## src/rtl/cfl_pkg.sv

```systemverilog
// Shared definitions for the condition field LUT unit.
// Assumes: one mode bit selects between the two table sources.
package cfl_pkg;
    typedef enum logic {
        MODE_TERNARY = 1'b0,
        MODE_BINARY  = 1'b1
    } cfl_mode_e;

    // Number of index bits used in ternary mode.
    localparam int TERN_IDX_W = 3;
    // Number of index bits used in binary mode.
    localparam int BIN_IDX_W  = 2;
endpackage

```

## src/rtl/cfl_field_sel.sv

```systemverilog
// Extracts one field from the flat register.
// Assumes: field 0 is the most significant field.
module cfl_field_sel #(
    parameter int NUM_FIELDS = 8,
    parameter int FIELD_W    = 4,
    localparam int CR_W      = NUM_FIELDS * FIELD_W,
    localparam int IDX_W     = $clog2(NUM_FIELDS)
) (
    input  logic [CR_W-1:0]    cr,
    input  logic [IDX_W-1:0]   idx,
    output logic [FIELD_W-1:0] field
);
    logic [FIELD_W-1:0] fields [NUM_FIELDS];

    // Split the register into fields, field 0 at the top.
    for (genvar f = 0; f < NUM_FIELDS; f++) begin : g_split
        assign fields[f] = cr[CR_W-1-f*FIELD_W -: FIELD_W];
    end

    // Pick the indexed field.
    always_comb begin
        field = fields[idx];
    end
endmodule

```

## src/rtl/cfl_lut_eval.sv

```systemverilog
// Per-bit table lookup for both modes.
// Assumes: FIELD_W >= 4, so a field can hold a 2-input table.
module cfl_lut_eval
    import cfl_pkg::*;
#(
    parameter int FIELD_W = 4,
    localparam int IMM_W  = 2 ** TERN_IDX_W
) (
    input  cfl_mode_e          mode,
    input  logic [FIELD_W-1:0] dst_f,
    input  logic [FIELD_W-1:0] srca_f,
    input  logic [FIELD_W-1:0] srcb_f,
    input  logic [IMM_W-1:0]   imm,
    output logic [FIELD_W-1:0] result
);
    for (genvar k = 0; k < FIELD_W; k++) begin : g_bit
        logic [TERN_IDX_W-1:0] t_idx;
        logic [BIN_IDX_W-1:0]  b_idx;

        // Build both lookup indices from the bits at position k.
        always_comb begin
            t_idx = {dst_f[k], srca_f[k], srcb_f[k]};
            b_idx = {dst_f[k], srca_f[k]};
        end

        // Choose the table named by the mode.
        always_comb begin
            if (mode == MODE_TERNARY) result[k] = imm[t_idx];
            else                      result[k] = srcb_f[b_idx];
        end
    end
endmodule

```

## src/rtl/cfl_field_merge.sv

```systemverilog
// Applies the bit mask to the destination field and writes it back into the register.
// Assumes: old_f is the current value of field dst_idx.
module cfl_field_merge #(
    parameter int NUM_FIELDS = 8,
    parameter int FIELD_W    = 4,
    localparam int CR_W      = NUM_FIELDS * FIELD_W,
    localparam int IDX_W     = $clog2(NUM_FIELDS)
) (
    input  logic [CR_W-1:0]    cr,
    input  logic [IDX_W-1:0]   dst_idx,
    input  logic [FIELD_W-1:0] old_f,
    input  logic [FIELD_W-1:0] new_f,
    input  logic [FIELD_W-1:0] mask,
    output logic [CR_W-1:0]    cr_new
);
    logic [FIELD_W-1:0] merged;

    // Keep masked-off bits, take masked-on bits from the result.
    always_comb begin
        merged = (old_f & ~mask) | (new_f & mask);
    end

    // Replace only the destination field.
    for (genvar f = 0; f < NUM_FIELDS; f++) begin : g_put
        assign cr_new[CR_W-1-f*FIELD_W -: FIELD_W] =
            (dst_idx == IDX_W'(f)) ? merged : cr[CR_W-1-f*FIELD_W -: FIELD_W];
    end
endmodule

```

## src/rtl/cfl_unit.sv

```systemverilog
// Condition field masked LUT unit, top level.
// Computes one field update per accepted operation and registers the result once.
// Assumes: a synchronous active-low reset; all reads use the incoming register value.
module cfl_unit
    import cfl_pkg::*;
#(
    parameter int NUM_FIELDS = 8,
    parameter int FIELD_W    = 4,
    localparam int CR_W      = NUM_FIELDS * FIELD_W,
    localparam int IDX_W     = $clog2(NUM_FIELDS),
    localparam int IMM_W     = 2 ** TERN_IDX_W
) (
    input  logic               clk,
    input  logic               rst_n,
    input  logic               op_valid,
    input  logic               op_mode,
    input  logic [CR_W-1:0]    cr_in,
    input  logic [IDX_W-1:0]   dst_idx,
    input  logic [IDX_W-1:0]   srca_idx,
    input  logic [IDX_W-1:0]   srcb_idx,
    input  logic [IMM_W-1:0]   tbl_imm,
    input  logic [FIELD_W-1:0] wr_mask,
    output logic               res_valid,
    output logic [CR_W-1:0]    cr_out,
    output logic               trap
);
    cfl_mode_e          mode;
    logic [FIELD_W-1:0] dst_f, srca_f, srcb_f, lut_res;
    logic [CR_W-1:0]    cr_upd;
    logic               illegal;

    // Convert the mode pin to the enum type.
    always_comb begin
        mode = cfl_mode_e'(op_mode);
    end

    cfl_field_sel #(.NUM_FIELDS(NUM_FIELDS), .FIELD_W(FIELD_W)) u_sel_dst (
        .cr(cr_in), .idx(dst_idx), .field(dst_f)
    );
    cfl_field_sel #(.NUM_FIELDS(NUM_FIELDS), .FIELD_W(FIELD_W)) u_sel_a (
        .cr(cr_in), .idx(srca_idx), .field(srca_f)
    );
    cfl_field_sel #(.NUM_FIELDS(NUM_FIELDS), .FIELD_W(FIELD_W)) u_sel_b (
        .cr(cr_in), .idx(srcb_idx), .field(srcb_f)
    );

    cfl_lut_eval #(.FIELD_W(FIELD_W)) u_eval (
        .mode(mode), .dst_f(dst_f), .srca_f(srca_f), .srcb_f(srcb_f),
        .imm(tbl_imm), .result(lut_res)
    );

    cfl_field_merge #(.NUM_FIELDS(NUM_FIELDS), .FIELD_W(FIELD_W)) u_merge (
        .cr(cr_in), .dst_idx(dst_idx), .old_f(dst_f), .new_f(lut_res),
        .mask(wr_mask), .cr_new(cr_upd)
    );

    // Flag a binary operation that would write no bit.
    always_comb begin
        illegal = (mode == MODE_BINARY) && (wr_mask == '0);
    end

    // Result register: capture on an operation, hold otherwise.
    always_ff @(posedge clk) begin
        if (!rst_n) begin
            res_valid <= 1'b0;
            trap      <= 1'b0;
            cr_out    <= '0;
        end else begin
            res_valid <= op_valid;
            trap      <= op_valid && illegal;
            if (op_valid) cr_out <= illegal ? cr_in : cr_upd;
        end
    end
endmodule

```

## config.mk

```make
export PLATFORM = sky130hd
export DESIGN_NAME = cfl_unit
export DESIGN_NICKNAME = d
export VERILOG_FILES = /design/src/rtl/cfl_pkg.sv /design/src/rtl/cfl_field_sel.sv /design/src/rtl/cfl_lut_eval.sv /design/src/rtl/cfl_field_merge.sv /design/src/rtl/cfl_unit.sv
export SDC_FILE = /design/constraint.sdc
export NUM_CORES = 1
export LEC_CHECK = 0
export BUFFER_PORTS_ARGS = -buffer_cell sky130_fd_sc_hd__buf_2
export CAP_MARGIN = 20
export CORE_UTILIZATION = 47
export DETAILED_ROUTE_END_ITERATION = 8
export GPL_TIMING_DRIVEN = 0
export PLACE_DENSITY = 0.77
export SYNTH_ARGS = -nofsm -noshare
export SYNTH_HDL_FRONTEND = slang
export SYNTH_SLANG_ARGS = --single-unit
```

## constraint.sdc

```tcl
create_clock -name clk -period 2.65 [get_ports clk]
set_input_delay 0.53 -clock clk [delete_from_list [all_inputs] [get_ports clk]]
set_output_delay 0.53 -clock clk [all_outputs]
set_load 0.02 [all_outputs]
```

==> run_summary.xml, run 1 <==
<?xml version="1.0" encoding="UTF-8"?>
<metrics>
  <group name="run_status">
    <metric name="outcome" unit="">complete, no violations</metric>
  </group>
  <group name="cts">
    <metric name="depth_of_the_cts_h_tree" unit="">2</metric>
    <metric name="clock_tree_from_tritoncts" unit="">done</metric>
    <metric name="cts_num_sinks" unit="">34</metric>
    <metric name="postCtsSetupBuffers" unit="">0</metric>
    <metric name="total_clock_buffers_created_by_cts" unit="">5</metric>
    <metric name="cts-hold-fix-buffers" unit="">0</metric>
    <metric name="cts_root_buf" unit="">sky130_fd_sc_hd__clkbuf_8</metric>
    <metric name="insertion_delay" unit="ns">0.29</metric>
    <metric name="cts-resized-gates" unit="">0</metric>
    <metric name="clk_pin_slew" unit="ns">0.08</metric>
    <metric name="clk_path_buf_depth" unit="">2</metric>
  </group>
  <group name="logic_synthesis">
    <metric name="synth_seq_area_share" unit="">0.2292</metric>
    <metric name="syn-cell-area" unit="sq um">2969</metric>
    <metric name="synth.area.top_cells" unit="">sky130_fd_sc_hd__dfxtp_1 (23%), sky130_fd_sc_hd__mux4_2 (14%), sky130_fd_sc_hd__mux2i_1 (7.1%), sky130_fd_sc_hd__mux4_1 (5.3%), sky130_fd_sc_hd__o21ai_0 (4.4%)</metric>
    <metric name="synthesis.yosys.warnings" unit="">0</metric>
    <metric name="ys_async_sr_fraction" unit="">0</metric>
    <metric name="synth_cell_type_count" unit="">44</metric>
    <metric name="synth.ff_latch_count" unit="">34</metric>
    <metric name="edff_count_synth" unit="">0</metric>
    <metric name="synthDominantAreaCellType" unit="">sky130_fd_sc_hd__dfxtp_1</metric>
    <metric name="synthDominantCellAreaShare" unit="">0.2292</metric>
    <metric name="yosys_most_used_dff" unit="">sky130_fd_sc_hd__dfxtp_1</metric>
    <metric name="post_synthesis_cell_count" unit="">321</metric>
    <metric name="syn-mean-instance-area" unit="sq um">9.250</metric>
    <metric name="mappedNetlistNets" unit="">378</metric>
  </group>
  <group name="routing">
    <metric name="met2WireLength" unit="mm">4.521</metric>
    <metric name="dr_wl_met3" unit="um">854</metric>
    <metric name="detail_route.first_pass.iterations" unit="">6</metric>
    <metric name="ant_nets" unit="">0</metric>
    <metric name="drt_drc_violations_left" unit="">0</metric>
    <metric name="detail_route.vias_per_cell" unit="">6.370</metric>
    <metric name="detail_route.iter0.violations" unit="">197</metric>
    <metric name="top_routing_layer_used" unit="">met4</metric>
    <metric name="drt-wirelength-per-cell" unit="um">19.03</metric>
    <metric name="vias" unit="">3083</metric>
    <metric name="drt_wl_total" unit="mm">9.210</metric>
    <metric name="met1_length" unit="mm">3.608</metric>
  </group>
  <group name="floorplan">
    <metric name="floorplan.io_pins" unit="">91</metric>
    <metric name="floorplan.initialDensity" unit="">0.4956</metric>
    <metric name="dieHeight" unit="um">81.48</metric>
    <metric name="die_width" unit="um">81.48</metric>
    <metric name="floorplan.die_area" unit="sq um">6639</metric>
    <metric name="core_region_area" unit="sq um">5991</metric>
    <metric name="fp-row-count" unit="">28</metric>
  </group>
  <group name="global_route">
    <metric name="global_route_wire_length_before_repair" unit="mm">14.21</metric>
    <metric name="first_global_vias" unit="">2878</metric>
    <metric name="maximum_number_of_pins_on_one_net_before_global_route_repair" unit="">12</metric>
    <metric name="grt_antenna_before_repair" unit="">0</metric>
    <metric name="track_usage" unit="">0.2847</metric>
    <metric name="grt-ovfl-total" unit="">0</metric>
  </group>
  <group name="critical_path">
    <metric name="setup.worst_path.class" unit="">primary input to register</metric>
    <metric name="cp-start-kind" unit="">primary input</metric>
    <metric name="crit_path_cell_trace" unit="">buf_12 -&gt; mux4_2 -&gt; mux2i_4 -&gt; mux2_4 -&gt; o31ai_1 -&gt; a221oi_1 -&gt; o22a_2 -&gt; a31o_2</metric>
    <metric name="timing.critical_path.slowest_stage_cell" unit="">sky130_fd_sc_hd__mux4_2</metric>
    <metric name="critical_path.endpoint_type" unit="">register</metric>
    <metric name="worst-path-max-fanout" unit="">8</metric>
    <metric name="cpPeakStageDelay" unit="ns">0.53</metric>
    <metric name="worstPathRequired" unit="ns">2.84</metric>
    <metric name="worstPathArrival" unit="ns">2.74</metric>
  </group>
  <group name="placement">
    <metric name="placedInstanceArea" unit="sq um">3481</metric>
    <metric name="hpwlAfterDp" unit="mm">7.230</metric>
    <metric name="finalWeightedCongestion" unit="">0.9082</metric>
    <metric name="port-buffer-count" unit="">80</metric>
  </group>
  <group name="power">
    <metric name="power.sequential.fraction" unit="">0.358</metric>
    <metric name="power_leakage" unit="nW">1.666</metric>
    <metric name="power_switching_share" unit="">0.3658</metric>
    <metric name="p_total" unit="mW">1.573</metric>
    <metric name="power_density" unit="nW/um^2">439.5</metric>
    <metric name="internal_power" unit="uW">997.6</metric>
    <metric name="combinational_group_share_of_total_power" unit="">0.392</metric>
    <metric name="ir_drop" unit="mV">0.2433</metric>
    <metric name="share_clk_of_total_power" unit="">0.250</metric>
    <metric name="p_switching" unit="uW">575.3</metric>
  </group>
  <group name="timing">
    <metric name="finalClockSkew" unit="ns">0</metric>
    <metric name="setup_violators_final" unit="">0</metric>
    <metric name="slew-limit-headroom" unit="">0.5528</metric>
    <metric name="number_of_failing_hold_endpoints_at_the_final_stage" unit="">0</metric>
    <metric name="max_clock_freq" unit="MHz">391.6</metric>
    <metric name="unrepaired_setup_endpoints_after_global_routing" unit="">no</metric>
    <metric name="final_period_minus_worst_setup_slack" unit="ns">2.554</metric>
    <metric name="totalNegativeSetupSlack" unit="ns">0</metric>
    <metric name="slew_violations" unit="">0</metric>
    <metric name="slew_at_the_pin_closest_to_its_max_slew_limit" unit="ns">0.6708</metric>
    <metric name="holdWs" unit="ns">0.5640</metric>
    <metric name="timing.final.crit_share" unit="">0.9637</metric>
  </group>
  <group name="layout">
    <metric name="final_nets" unit="">465</metric>
    <metric name="antenna-diode-count" unit="">0</metric>
    <metric name="post_route_cells_drive_above_1_share" unit="">0.3423</metric>
    <metric name="flow.area_growth_from_synthesis" unit="%">20.52</metric>
    <metric name="register_area" unit="sq um">680.7</metric>
    <metric name="cell_area_after_layout" unit="sq um">3578</metric>
    <metric name="multiInputGateArea" unit="sq um">2168</metric>
    <metric name="fillCellCount" unit="">522</metric>
  </group>
  <group name="min_path">
    <metric name="min_path_type" unit="">register to register</metric>
  </group>
  <group name="job">
    <metric name="cap_violations" unit="">0</metric>
  </group>
</metrics>
metal layers:
metal  vias to the layer above  global-route usage
met4                         0              0.1196
li1                       1402                   -
met5                         -                   0
met2                       201              0.4725
met3                        27             0.05000
met1                      1453              0.3635
flip-flops by register name, indices dropped and copies added, names as in the netlist:
| signal | flops |
|---|---|
| cr_out | 32 |
| res_valid | 1 |
| trap | 1 |
cell usage in the layout, fill, tap and decap left out, drive strengths merged, types with 3 or more instances in the layout:
cell,count
nor2b,18
clkbuf,26
mux2,7
mux4,24
a21oi,3
o21ai,34
buf,87
mux2i,25
nor2,15
inv,5
nand2,31
nand3,10
and3,15
dfxtp,34
nand3b,17
nand4,16
a21o,14
cell type report:
| cell class | instances | area share |
|---|---|---|
| Multi-Input combinational cell | 255 | 0.6059 |
| Sequential cell | 34 | 0.1902 |
| Timing Repair Buffer | 80 | 0.1119 |
| Buffer | 27 | 0.03636 |
| Tap cell | 75 | 0.02622 |
| Clock buffer | 6 | 0.02028 |
| Inverter | 5 | 0.005245 |
| Clock inverter | 2 | 0.003846 |
critical path, delay by kind of cell:
family / cells / cell delay (ns)
multiplexers: 3 / 1.20
buffers and inverters: 1 / 0.11
AO/OA/AOI/OAI: 4 / 0.88
kinds of logic (layout without fill, tap and decap cells):
kind of cell,count (synthesis),in the layout,synth area share
simple gates,128,128,0.2330
compound gates,71,71,0.1749
mux,56,56,0.3173
flops,34,34,0.2292
buf+inv,32,120,0.04551
power by group through the flow:
stage	sequential (mW)	clock, mW	combinational (mW)
6_report	0.564	0.393	0.616
3_3_place_gp	0.574	0	0.588
3_5_place_dp	0.575	0	0.601
4_1_cts	0.563	0.395	0.604
5_1_grt	0.567	0.417	0.656
2_1_floorplan	0.619	0	0.374
through the flow:
| stage | setup slack [ns] | utilization | std cells |
|---|---|---|---|
| global placement | -0.2347 | 0.5810 | 476 |
| global route | 0.01814 | 0.5973 | 484 |
| CTS | 0.0009710 | 0.5954 | 484 |
| detailed placement | -0.3025 | 0.5810 | 476 |
| floorplan | 0.003094 | - | 321 |
| finish | 0.09632 | 0.5973 | 484 |
cell usage after synthesis, types with 14 or more instances:
cell type                  number
sky130_fd_sc_hd__a21o_1        14
sky130_fd_sc_hd__mux4_2        18
sky130_fd_sc_hd__nand3b_1      17
sky130_fd_sc_hd__nor2b_1       18
sky130_fd_sc_hd__clkbuf_1      20
sky130_fd_sc_hd__nand4_1       16
sky130_fd_sc_hd__mux2i_1       21
sky130_fd_sc_hd__nand2_1       31
sky130_fd_sc_hd__dfxtp_1       34
sky130_fd_sc_hd__nor2_1        15
sky130_fd_sc_hd__and3_1        15
sky130_fd_sc_hd__o21ai_0       26
worst paths after layout:
check / start / end / slack [ns] / cells after the start
setup / recovery: srcb_idx[0] / cr_out[15]$_SDFFE_PN0P_ / 0.1 / 8
hold / removal: cr_out[19]$_SDFFE_PN0P_ / cr_out[19]$_SDFFE_PN0P_ / 0.56 / 3
setup reg to reg: cr_out[8]$_SDFFE_PN0P_ / cr_out[8]$_SDFFE_PN0P_ / 1.78 / 3
hold reg to reg: cr_out[19]$_SDFFE_PN0P_ / cr_out[19]$_SDFFE_PN0P_ / 0.56 / 3
Power figures use the tool's default switching activity.
==> run 2: changes to the inputs <==
- CORE_UTILIZATION: 47 -> 35
- PLACE_DENSITY: 0.77 -> unset
==> run_summary.xml, run 2 (synthesized netlist as in run 1, its figures left out) <==
<?xml version="1.0" encoding="UTF-8"?>
<metrics>
  <group name="timing">
    <metric name="totalNegativeSetupSlack" unit="ns">0</metric>
    <metric name="timing.final.crit_share" unit="">0.9562</metric>
    <metric name="max_clock_freq" unit="MHz">394.6</metric>
    <metric name="number_of_failing_hold_endpoints_at_the_final_stage" unit="">0</metric>
    <metric name="unrepaired_setup_endpoints_after_global_routing" unit="">no</metric>
    <metric name="slew_at_the_pin_closest_to_its_max_slew_limit" unit="ns">0.6602</metric>
    <metric name="slew_violations" unit="">0</metric>
    <metric name="final_period_minus_worst_setup_slack" unit="ns">2.534</metric>
    <metric name="setup_violators_final" unit="">0</metric>
    <metric name="slew-limit-headroom" unit="">0.5599</metric>
    <metric name="finalClockSkew" unit="ns">0</metric>
  </group>
  <group name="power">
    <metric name="power_density" unit="nW/um^2">438.8</metric>
    <metric name="power_leakage" unit="nW">1.672</metric>
    <metric name="share_clk_of_total_power" unit="">0.257</metric>
    <metric name="ir_drop" unit="mV">0.2104</metric>
    <metric name="power.sequential.fraction" unit="">0.354</metric>
    <metric name="p_switching" unit="uW">568.6</metric>
    <metric name="combinational_group_share_of_total_power" unit="">0.389</metric>
    <metric name="power_switching_share" unit="">0.3567</metric>
    <metric name="internal_power" unit="mW">1.025</metric>
  </group>
  <group name="layout">
    <metric name="finish.utilization" unit="">0.4421</metric>
    <metric name="mostFrequentLayoutCells" unit="">sky130_fd_sc_hd__buf_2 (83), sky130_fd_sc_hd__dfxtp_1 (34), sky130_fd_sc_hd__nand2_1 (31)</metric>
    <metric name="final_cells" unit="">515</metric>
    <metric name="post_route_cells_drive_above_1_share" unit="">0.3463</metric>
    <metric name="flow.area_growth_from_synthesis" unit="%">22.33</metric>
    <metric name="antenna-diode-count" unit="">0</metric>
    <metric name="registers.top_by_ff_count" unit="">cr_out</metric>
    <metric name="top_regs" unit="">cr_out x32, res_valid x1, trap x1</metric>
    <metric name="flip_flop_count_of_the_largest_register_all_copies_and_words_added" unit="">32</metric>
    <metric name="final_nets" unit="">466</metric>
    <metric name="mostFrequentLayoutCell" unit="">sky130_fd_sc_hd__buf_2</metric>
  </group>
  <group name="critical_path">
    <metric name="critical_path.endpoint_type" unit="">register</metric>
    <metric name="r2r-start" unit="">cr_out[28]$_SDFFE_PN0P_</metric>
    <metric name="critical_path_depth" unit="">8</metric>
    <metric name="crit_path_start" unit="">srca_idx[0]</metric>
    <metric name="cp-start-kind" unit="">primary input</metric>
    <metric name="crit_path_cell_trace" unit="">buf_6 -&gt; mux4_1 -&gt; mux2i_4 -&gt; mux2i_1 -&gt; mux2_2 -&gt; o211ai_1 -&gt; a2bb2oi_2 -&gt; o21ai_0</metric>
    <metric name="rr_worst_depth" unit="">3</metric>
    <metric name="setup.worst_path.class" unit="">primary input to register</metric>
    <metric name="timing.critical_path.slowest_stage_cell" unit="">sky130_fd_sc_hd__mux4_1</metric>
    <metric name="worstPathRequired" unit="ns">2.79</metric>
    <metric name="cpPeakStageDelay" unit="ns">0.62</metric>
    <metric name="worst-path-max-fanout" unit="">8</metric>
    <metric name="crit_buf_inv" unit="">1</metric>
    <metric name="worstPathArrival" unit="ns">2.68</metric>
    <metric name="cp_top_family" unit="">multiplexers</metric>
  </group>
  <group name="routing">
    <metric name="vias" unit="">2938</metric>
    <metric name="detail_route.iter0.violations" unit="">240</metric>
    <metric name="ant_nets" unit="">0</metric>
    <metric name="drt_drc_violations_left" unit="">0</metric>
    <metric name="detail_route.first_pass.iterations" unit="">5</metric>
    <metric name="detail_route.vias_per_cell" unit="">5.705</metric>
    <metric name="drt-wirelength-per-cell" unit="um">18.43</metric>
    <metric name="drt_wl_total" unit="mm">9.489</metric>
  </group>
  <group name="global_route">
    <metric name="global_route_wire_length_before_repair" unit="mm">14.90</metric>
    <metric name="first_global_vias" unit="">2846</metric>
    <metric name="maximum_number_of_pins_on_one_net_before_global_route_repair" unit="">11</metric>
    <metric name="grt_antenna_before_repair" unit="">0</metric>
    <metric name="track_usage" unit="">0.2189</metric>
    <metric name="grt-ovfl-total" unit="">0</metric>
  </group>
  <group name="min_path">
    <metric name="min_path_type" unit="">register to register</metric>
    <metric name="min-delay-start" unit="">cr_out[22]$_SDFFE_PN0P_</metric>
    <metric name="min_delay_path_depth" unit="">3</metric>
  </group>
  <group name="floorplan">
    <metric name="dieHeight" unit="um">94.11</metric>
    <metric name="floorplan.die_area" unit="sq um">8856</metric>
    <metric name="floorplan.initialDensity" unit="">0.3614</metric>
    <metric name="core_region_area" unit="sq um">8217</metric>
    <metric name="fp-row-count" unit="">33</metric>
    <metric name="floorplan.io_pins" unit="">91</metric>
    <metric name="die_width" unit="um">94.11</metric>
  </group>
  <group name="cts">
    <metric name="total_clock_buffers_created_by_cts" unit="">5</metric>
    <metric name="clock_tree_from_tritoncts" unit="">done</metric>
    <metric name="insertion_delay" unit="ns">0.29</metric>
    <metric name="cts-hold-fix-buffers" unit="">0</metric>
    <metric name="cts_num_sinks" unit="">34</metric>
    <metric name="depth_of_the_cts_h_tree" unit="">2</metric>
    <metric name="clk_path_buf_depth" unit="">2</metric>
    <metric name="clk_pin_slew" unit="ns">0.07</metric>
    <metric name="cts_root_buf" unit="">sky130_fd_sc_hd__clkbuf_8</metric>
  </group>
  <group name="job">
    <metric name="cap_violations" unit="">0</metric>
  </group>
  <group name="placement">
    <metric name="hpwlAfterDp" unit="mm">7.677</metric>
    <metric name="finalWeightedCongestion" unit="">0.9077</metric>
    <metric name="number_of_placed_instances_with_taps_included" unit="">506</metric>
    <metric name="port-buffer-count" unit="">80</metric>
  </group>
  <group name="run_status">
    <metric name="outcome" unit="">complete, no violations</metric>
  </group>
</metrics>
[run 2: cell type report]
| type | count | area [sq um] |
|---|---|---|
| clock buffer | 7 | 86.33 |
| timing repair buffer | 81 | 407.9 |
| multi-input combinational | 255 | 2172 |
| buffer | 27 | 130.1 |
| fill | 828 | 4584 |
| inverter | 5 | 18.77 |
| sequential | 34 | 680.7 |
| tap | 105 | 131.4 |
| clock inverter | 1 | 5.005 |
[run 2: timing repair]
| action | CTS | global route |
|---|---|---|
| setup endpoints to repair | 0 | 24 |
| buffers inserted | 0 | 1 |
| gates resized for setup | 0 | 4 |
[run 2: routing by layer]
| layer | global-route usage | vias to the layer above | wire length [um] |
|---|---|---|---|
| met5 | 0 | - | 0 |
| met4 | 0.05769 | 0 | 179 |
| met3 | 0.02508 | 15 | 454 |
| met2 | 0.3796 | 101 | 4649 |
| met1 | 0.2864 | 1419 | 4205 |
| li1 | - | 1403 | - |
[run 2: power by group through the flow]
stage	Clock, mW	Combinational (mW)	Sequential [mW]
floorplan	0	0.374	0.619
finish	0.410	0.619	0.564
detailed placement	0	0.605	0.576
global route	0.441	0.666	0.567
CTS	0.420	0.607	0.564
global placement	0	0.599	0.575
[run 2: path summary, 6_finish.rpt]
check	slack, ns	to
setup / recovery	0.12	cr_out[25]$_SDFFE_PN0P_
hold / removal	0.56	cr_out[22]$_SDFFE_PN0P_
setup reg to reg	1.79	cr_out[28]$_SDFFE_PN0P_
hold reg to reg	0.56	cr_out[22]$_SDFFE_PN0P_
[run 2: through the flow]
step	hold slack, ns	area, sq um	setup slack [ns]	total power [mW]
2_1_floorplan	0.6497	2987	0.003094	0.9928
3_3_place_gp	0.5521	3518	-0.2368	1.174
3_5_place_dp	0.5473	3518	-0.2612	1.181
4_1_cts	0.5712	3610	0.03843	1.591
5_1_grt	0.5937	3632	0.01764	1.675
6_report	0.5648	3632	0.1159	1.594
[run 2: worst reg2reg max path: stages, from the launching register on]
cell,delay [ns]
sky130_fd_sc_hd__dfxtp_1,0.32
sky130_fd_sc_hd__nor2b_1,0.12
sky130_fd_sc_hd__o21ai_0,0.23
sky130_fd_sc_hd__o21ai_2,0.09
==> run 3: changes to the inputs <==
- SYNTH_HIERARCHICAL: unset -> 1
- clock period: 2.65 -> 2.2 ns (I/O delays scaled with it)
==> run_summary.xml, run 3 <==
<?xml version="1.0" encoding="UTF-8"?>
<metrics>
  <group name="routing">
    <metric name="drt-wirelength-per-cell" unit="um">19.25</metric>
    <metric name="drt_drc_violations_left" unit="">0</metric>
    <metric name="ant_nets" unit="">0</metric>
    <metric name="detail_route.first_pass.iterations" unit="">4</metric>
    <metric name="drt_wl_total" unit="mm">10.78</metric>
    <metric name="vias" unit="">3141</metric>
    <metric name="detail_route.vias_per_cell" unit="">5.609</metric>
    <metric name="detail_route.iter0.violations" unit="">176</metric>
  </group>
  <group name="layout">
    <metric name="finish.utilization" unit="">0.4579</metric>
    <metric name="mostFrequentLayoutCell" unit="">sky130_fd_sc_hd__buf_2</metric>
    <metric name="post_route_cells_drive_above_1_share" unit="">0.4617</metric>
    <metric name="flip_flop_count_of_the_largest_register_all_copies_and_words_added" unit="">32</metric>
    <metric name="top_regs" unit="">cr_out x32, res_valid x1, trap x1</metric>
    <metric name="final_cells" unit="">560</metric>
    <metric name="final_nets" unit="">487</metric>
    <metric name="mostFrequentLayoutCells" unit="">sky130_fd_sc_hd__buf_2 (84), sky130_fd_sc_hd__o21ai_0 (47), sky130_fd_sc_hd__dfxtp_1 (34)</metric>
    <metric name="antenna-diode-count" unit="">0</metric>
    <metric name="flow.area_growth_from_synthesis" unit="%">25.09</metric>
    <metric name="registers.top_by_ff_count" unit="">cr_out</metric>
  </group>
  <group name="power">
    <metric name="p_total" unit="mW">2.097</metric>
    <metric name="ir_drop" unit="mV">0.2821</metric>
    <metric name="power_density" unit="nW/um^2">488.6</metric>
    <metric name="power_leakage" unit="nW">1.879</metric>
  </group>
  <group name="global_route">
    <metric name="grtUsageMet1" unit="">0.3046</metric>
    <metric name="track_usage" unit="">0.2152</metric>
    <metric name="met2_usage" unit="">0.3409</metric>
    <metric name="grt_antenna_before_repair" unit="">0</metric>
    <metric name="first_global_vias" unit="">3093</metric>
    <metric name="maximum_number_of_pins_on_one_net_before_global_route_repair" unit="">17</metric>
    <metric name="grt-busiest-layer" unit="">met2</metric>
    <metric name="grt-ovfl-total" unit="">0</metric>
    <metric name="global_route_wire_length_before_repair" unit="mm">16.88</metric>
    <metric name="met3_use_gr" unit="">0.03051</metric>
  </group>
  <group name="critical_path">
    <metric name="timing.rr.end" unit="">cr_out[22]$_SDFFE_PN0P_</metric>
    <metric name="crit_path_start" unit="">srcb_idx[0]</metric>
    <metric name="worst-path-max-fanout" unit="">8</metric>
    <metric name="crit_buf_inv" unit="">1</metric>
    <metric name="r2r-start" unit="">cr_out[22]$_SDFFE_PN0P_</metric>
    <metric name="cp-start-kind" unit="">primary input</metric>
    <metric name="worstPathRequired" unit="ns">2.37</metric>
    <metric name="critical_path.endpoint_type" unit="">register</metric>
    <metric name="crit_path_cell_trace" unit="">buf_12 -&gt; mux4_2 -&gt; mux2_4 -&gt; mux4_2 -&gt; mux4_2 -&gt; mux2_4 -&gt; mux2_4 -&gt; o21ai_2 -&gt; a21oi_2</metric>
    <metric name="rr_worst_depth" unit="">2</metric>
    <metric name="reg2reg_slack" unit="ns">1.47</metric>
    <metric name="worstPathArrival" unit="ns">3.05</metric>
    <metric name="cpPeakStageDelay" unit="ns">0.50</metric>
    <metric name="timing.critical_path.slowest_stage_cell" unit="">sky130_fd_sc_hd__mux4_2</metric>
    <metric name="cp_top_family" unit="">multiplexers</metric>
    <metric name="setup.worst_path.class" unit="">primary input to register</metric>
  </group>
  <group name="placement">
    <metric name="finalWeightedCongestion" unit="">0.8413</metric>
    <metric name="number_of_placed_instances_with_taps_included" unit="">550</metric>
    <metric name="port-buffer-count" unit="">85</metric>
    <metric name="hpwlAfterDp" unit="mm">8.174</metric>
  </group>
  <group name="floorplan">
    <metric name="floorplan.die_area" unit="sq um">10200</metric>
    <metric name="floorplan.initialDensity" unit="">0.3661</metric>
    <metric name="die_width" unit="um">101.0</metric>
    <metric name="core_region_area" unit="sq um">9371</metric>
    <metric name="fp-row-count" unit="">35</metric>
    <metric name="dieHeight" unit="um">101.0</metric>
    <metric name="floorplan.io_pins" unit="">91</metric>
  </group>
  <group name="logic_synthesis">
    <metric name="synth_seq_area_share" unit="">0.1984</metric>
    <metric name="synth_cell_type_count" unit="">22</metric>
    <metric name="synthesis.yosys.warnings" unit="">6</metric>
    <metric name="edff_count_synth" unit="">0</metric>
    <metric name="synth.area.top_cells" unit="">sky130_fd_sc_hd__mux4_1 (23%), sky130_fd_sc_hd__dfxtp_1 (20%), sky130_fd_sc_hd__mux2_2 (16%), sky130_fd_sc_hd__o21ai_0 (9.3%), sky130_fd_sc_hd__o31a_1 (8.2%)</metric>
    <metric name="top_post_synthesis_cells_by_count" unit="">sky130_fd_sc_hd__o21ai_0 (64), sky130_fd_sc_hd__mux2_2 (48), sky130_fd_sc_hd__dfxtp_1 (34)</metric>
    <metric name="synth.ff_latch_count" unit="">34</metric>
    <metric name="post_synthesis_cell_count" unit="">336</metric>
    <metric name="synth.most_common_cell" unit="">sky130_fd_sc_hd__o21ai_0</metric>
    <metric name="syn-mean-instance-area" unit="sq um">10.21</metric>
    <metric name="yosys_most_used_dff" unit="">sky130_fd_sc_hd__dfxtp_1</metric>
    <metric name="synthDominantAreaCellType" unit="">sky130_fd_sc_hd__mux4_1</metric>
    <metric name="synthDominantCellAreaShare" unit="">0.2298</metric>
    <metric name="mappedNetlistNets" unit="">393</metric>
    <metric name="syn-cell-area" unit="sq um">3431</metric>
    <metric name="ys_async_sr_fraction" unit="">0</metric>
  </group>
  <group name="min_path">
    <metric name="min_delay_path_depth" unit="">3</metric>
    <metric name="holdPathEnd" unit="">cr_out[27]$_SDFFE_PN0P_</metric>
    <metric name="min_path_type" unit="">primary input to register</metric>
    <metric name="min-delay-start" unit="">rst_n</metric>
  </group>
  <group name="run_status">
    <metric name="outcome" unit="">finished with violations</metric>
    <metric name="violations_in_the_final_reports" unit="">setup timing</metric>
  </group>
  <group name="timing">
    <metric name="timing.final.crit_share" unit="">1.309</metric>
    <metric name="finalClockSkew" unit="ns">0</metric>
    <metric name="unrepaired_setup_endpoints_after_global_routing" unit="">yes</metric>
    <metric name="totalNegativeSetupSlack" unit="ns">-19.18</metric>
    <metric name="holdWs" unit="ns">0.4487</metric>
    <metric name="max_clock_freq" unit="MHz">347.2</metric>
    <metric name="slew_violations" unit="">0</metric>
    <metric name="setup_violators_final" unit="">32</metric>
    <metric name="slew-limit-headroom" unit="">0.6289</metric>
    <metric name="setup_ws" unit="ns">-0.6805</metric>
    <metric name="number_of_failing_hold_endpoints_at_the_final_stage" unit="">0</metric>
    <metric name="final_period_minus_worst_setup_slack" unit="ns">2.880</metric>
    <metric name="slew_at_the_pin_closest_to_its_max_slew_limit" unit="ns">0.5567</metric>
  </group>
  <group name="cts">
    <metric name="clk_pin_slew" unit="ns">0.07</metric>
    <metric name="depth_of_the_cts_h_tree" unit="">2</metric>
    <metric name="insertion_delay" unit="ns">0.29</metric>
    <metric name="cts_num_sinks" unit="">34</metric>
    <metric name="cts_root_buf" unit="">sky130_fd_sc_hd__clkbuf_8</metric>
    <metric name="clk_path_buf_depth" unit="">2</metric>
    <metric name="clock_tree_from_tritoncts" unit="">done</metric>
    <metric name="total_clock_buffers_created_by_cts" unit="">5</metric>
  </group>
  <group name="job">
    <metric name="cap_violations" unit="">0</metric>
  </group>
</metrics>
==> run 3: power by group <==
part	switching [mW]	internal, mW	leakage [nW]	total (mW)
Combinational	0.468	0.453	1.55	0.921
Clock	0.239	0.253	0.0482	0.492
Sequential	0.0215	0.662	0.283	0.684
Total	0.729	1.37	1.88	2.10
==> run 3: logic make-up (layout without fill, tap and decap cells) <==
| group | after synthesis | in the layout | share of synthesized area |
|---|---|---|---|
| simple gates | 13 | 13 | 0.03939 |
| flops | 34 | 34 | 0.1984 |
| mux | 94 | 94 | 0.4500 |
| buf+inv | 65 | 160 | 0.08753 |
| compound gates | 130 | 130 | 0.2247 |
==> run 3: worst max path at each step <==
| stage | slack [ns] | endpoint | cells after the start |
|---|---|---|---|
| 6_report | -0.68 | cr_out[21]$_SDFFE_PN0P_ | 9 |
| 5_1_grt | -0.71 | cr_out[22]$_SDFFE_PN0P_ | 9 |
| 4_1_cts | -0.66 | cr_out[17]$_SDFFE_PN0P_ | 9 |
| 3_5_place_dp | -1.26 | cr_out[5]$_SDFFE_PN0P_ | 10 |
| 3_3_place_gp | -1.23 | cr_out[5]$_SDFFE_PN0P_ | 10 |
| 2_1_floorplan | -0.79 | cr_out[30]$_SDFFE_PN0P_ | 9 |
==> run 3: routing by layer <==
layer	part of all wire	up-vias
met5	0	-
met4	0.016	0
met3	0.051	13
met2	0.46	122
met1	0.47	1514
li1	-	1492
==> run 3: final cells by class <==
cell class	count	area [sq um]
fill	931	5080
sequential	34	680.7
clock buffer	7	86.33
timing repair buffer	88	465.4
tap	129	161.4
inverter	32	120.1
multi-input combinational	237	2570
clock inverter	1	5.005
buffer	32	202.7
==> run 3: what timing repair did <==
item,4_1_cts,5_1_grt
endpoints found under the setup margin,32,32
pin swaps,10,8
resized for setup,29,17
setup buffers,3,0
cloned,0,0
hold buffers,0,0
==> run 3: tightest hold or removal path: stages <==
cell	delay [ns]
sky130_fd_sc_hd__buf_2	0.13
sky130_fd_sc_hd__o21ai_0	0.08
sky130_fd_sc_hd__a21oi_1	0.04
==> run 3: per-stage QoR <==
step                      setup slack, ns  cell area (sq um)
after CTS                         -0.6589               4237
after floorplan                   -0.7894               3450
after detailed placement           -1.261               4036
after global placement             -1.234               4036
after global routing              -0.7096               4292
final                             -0.6805               4292
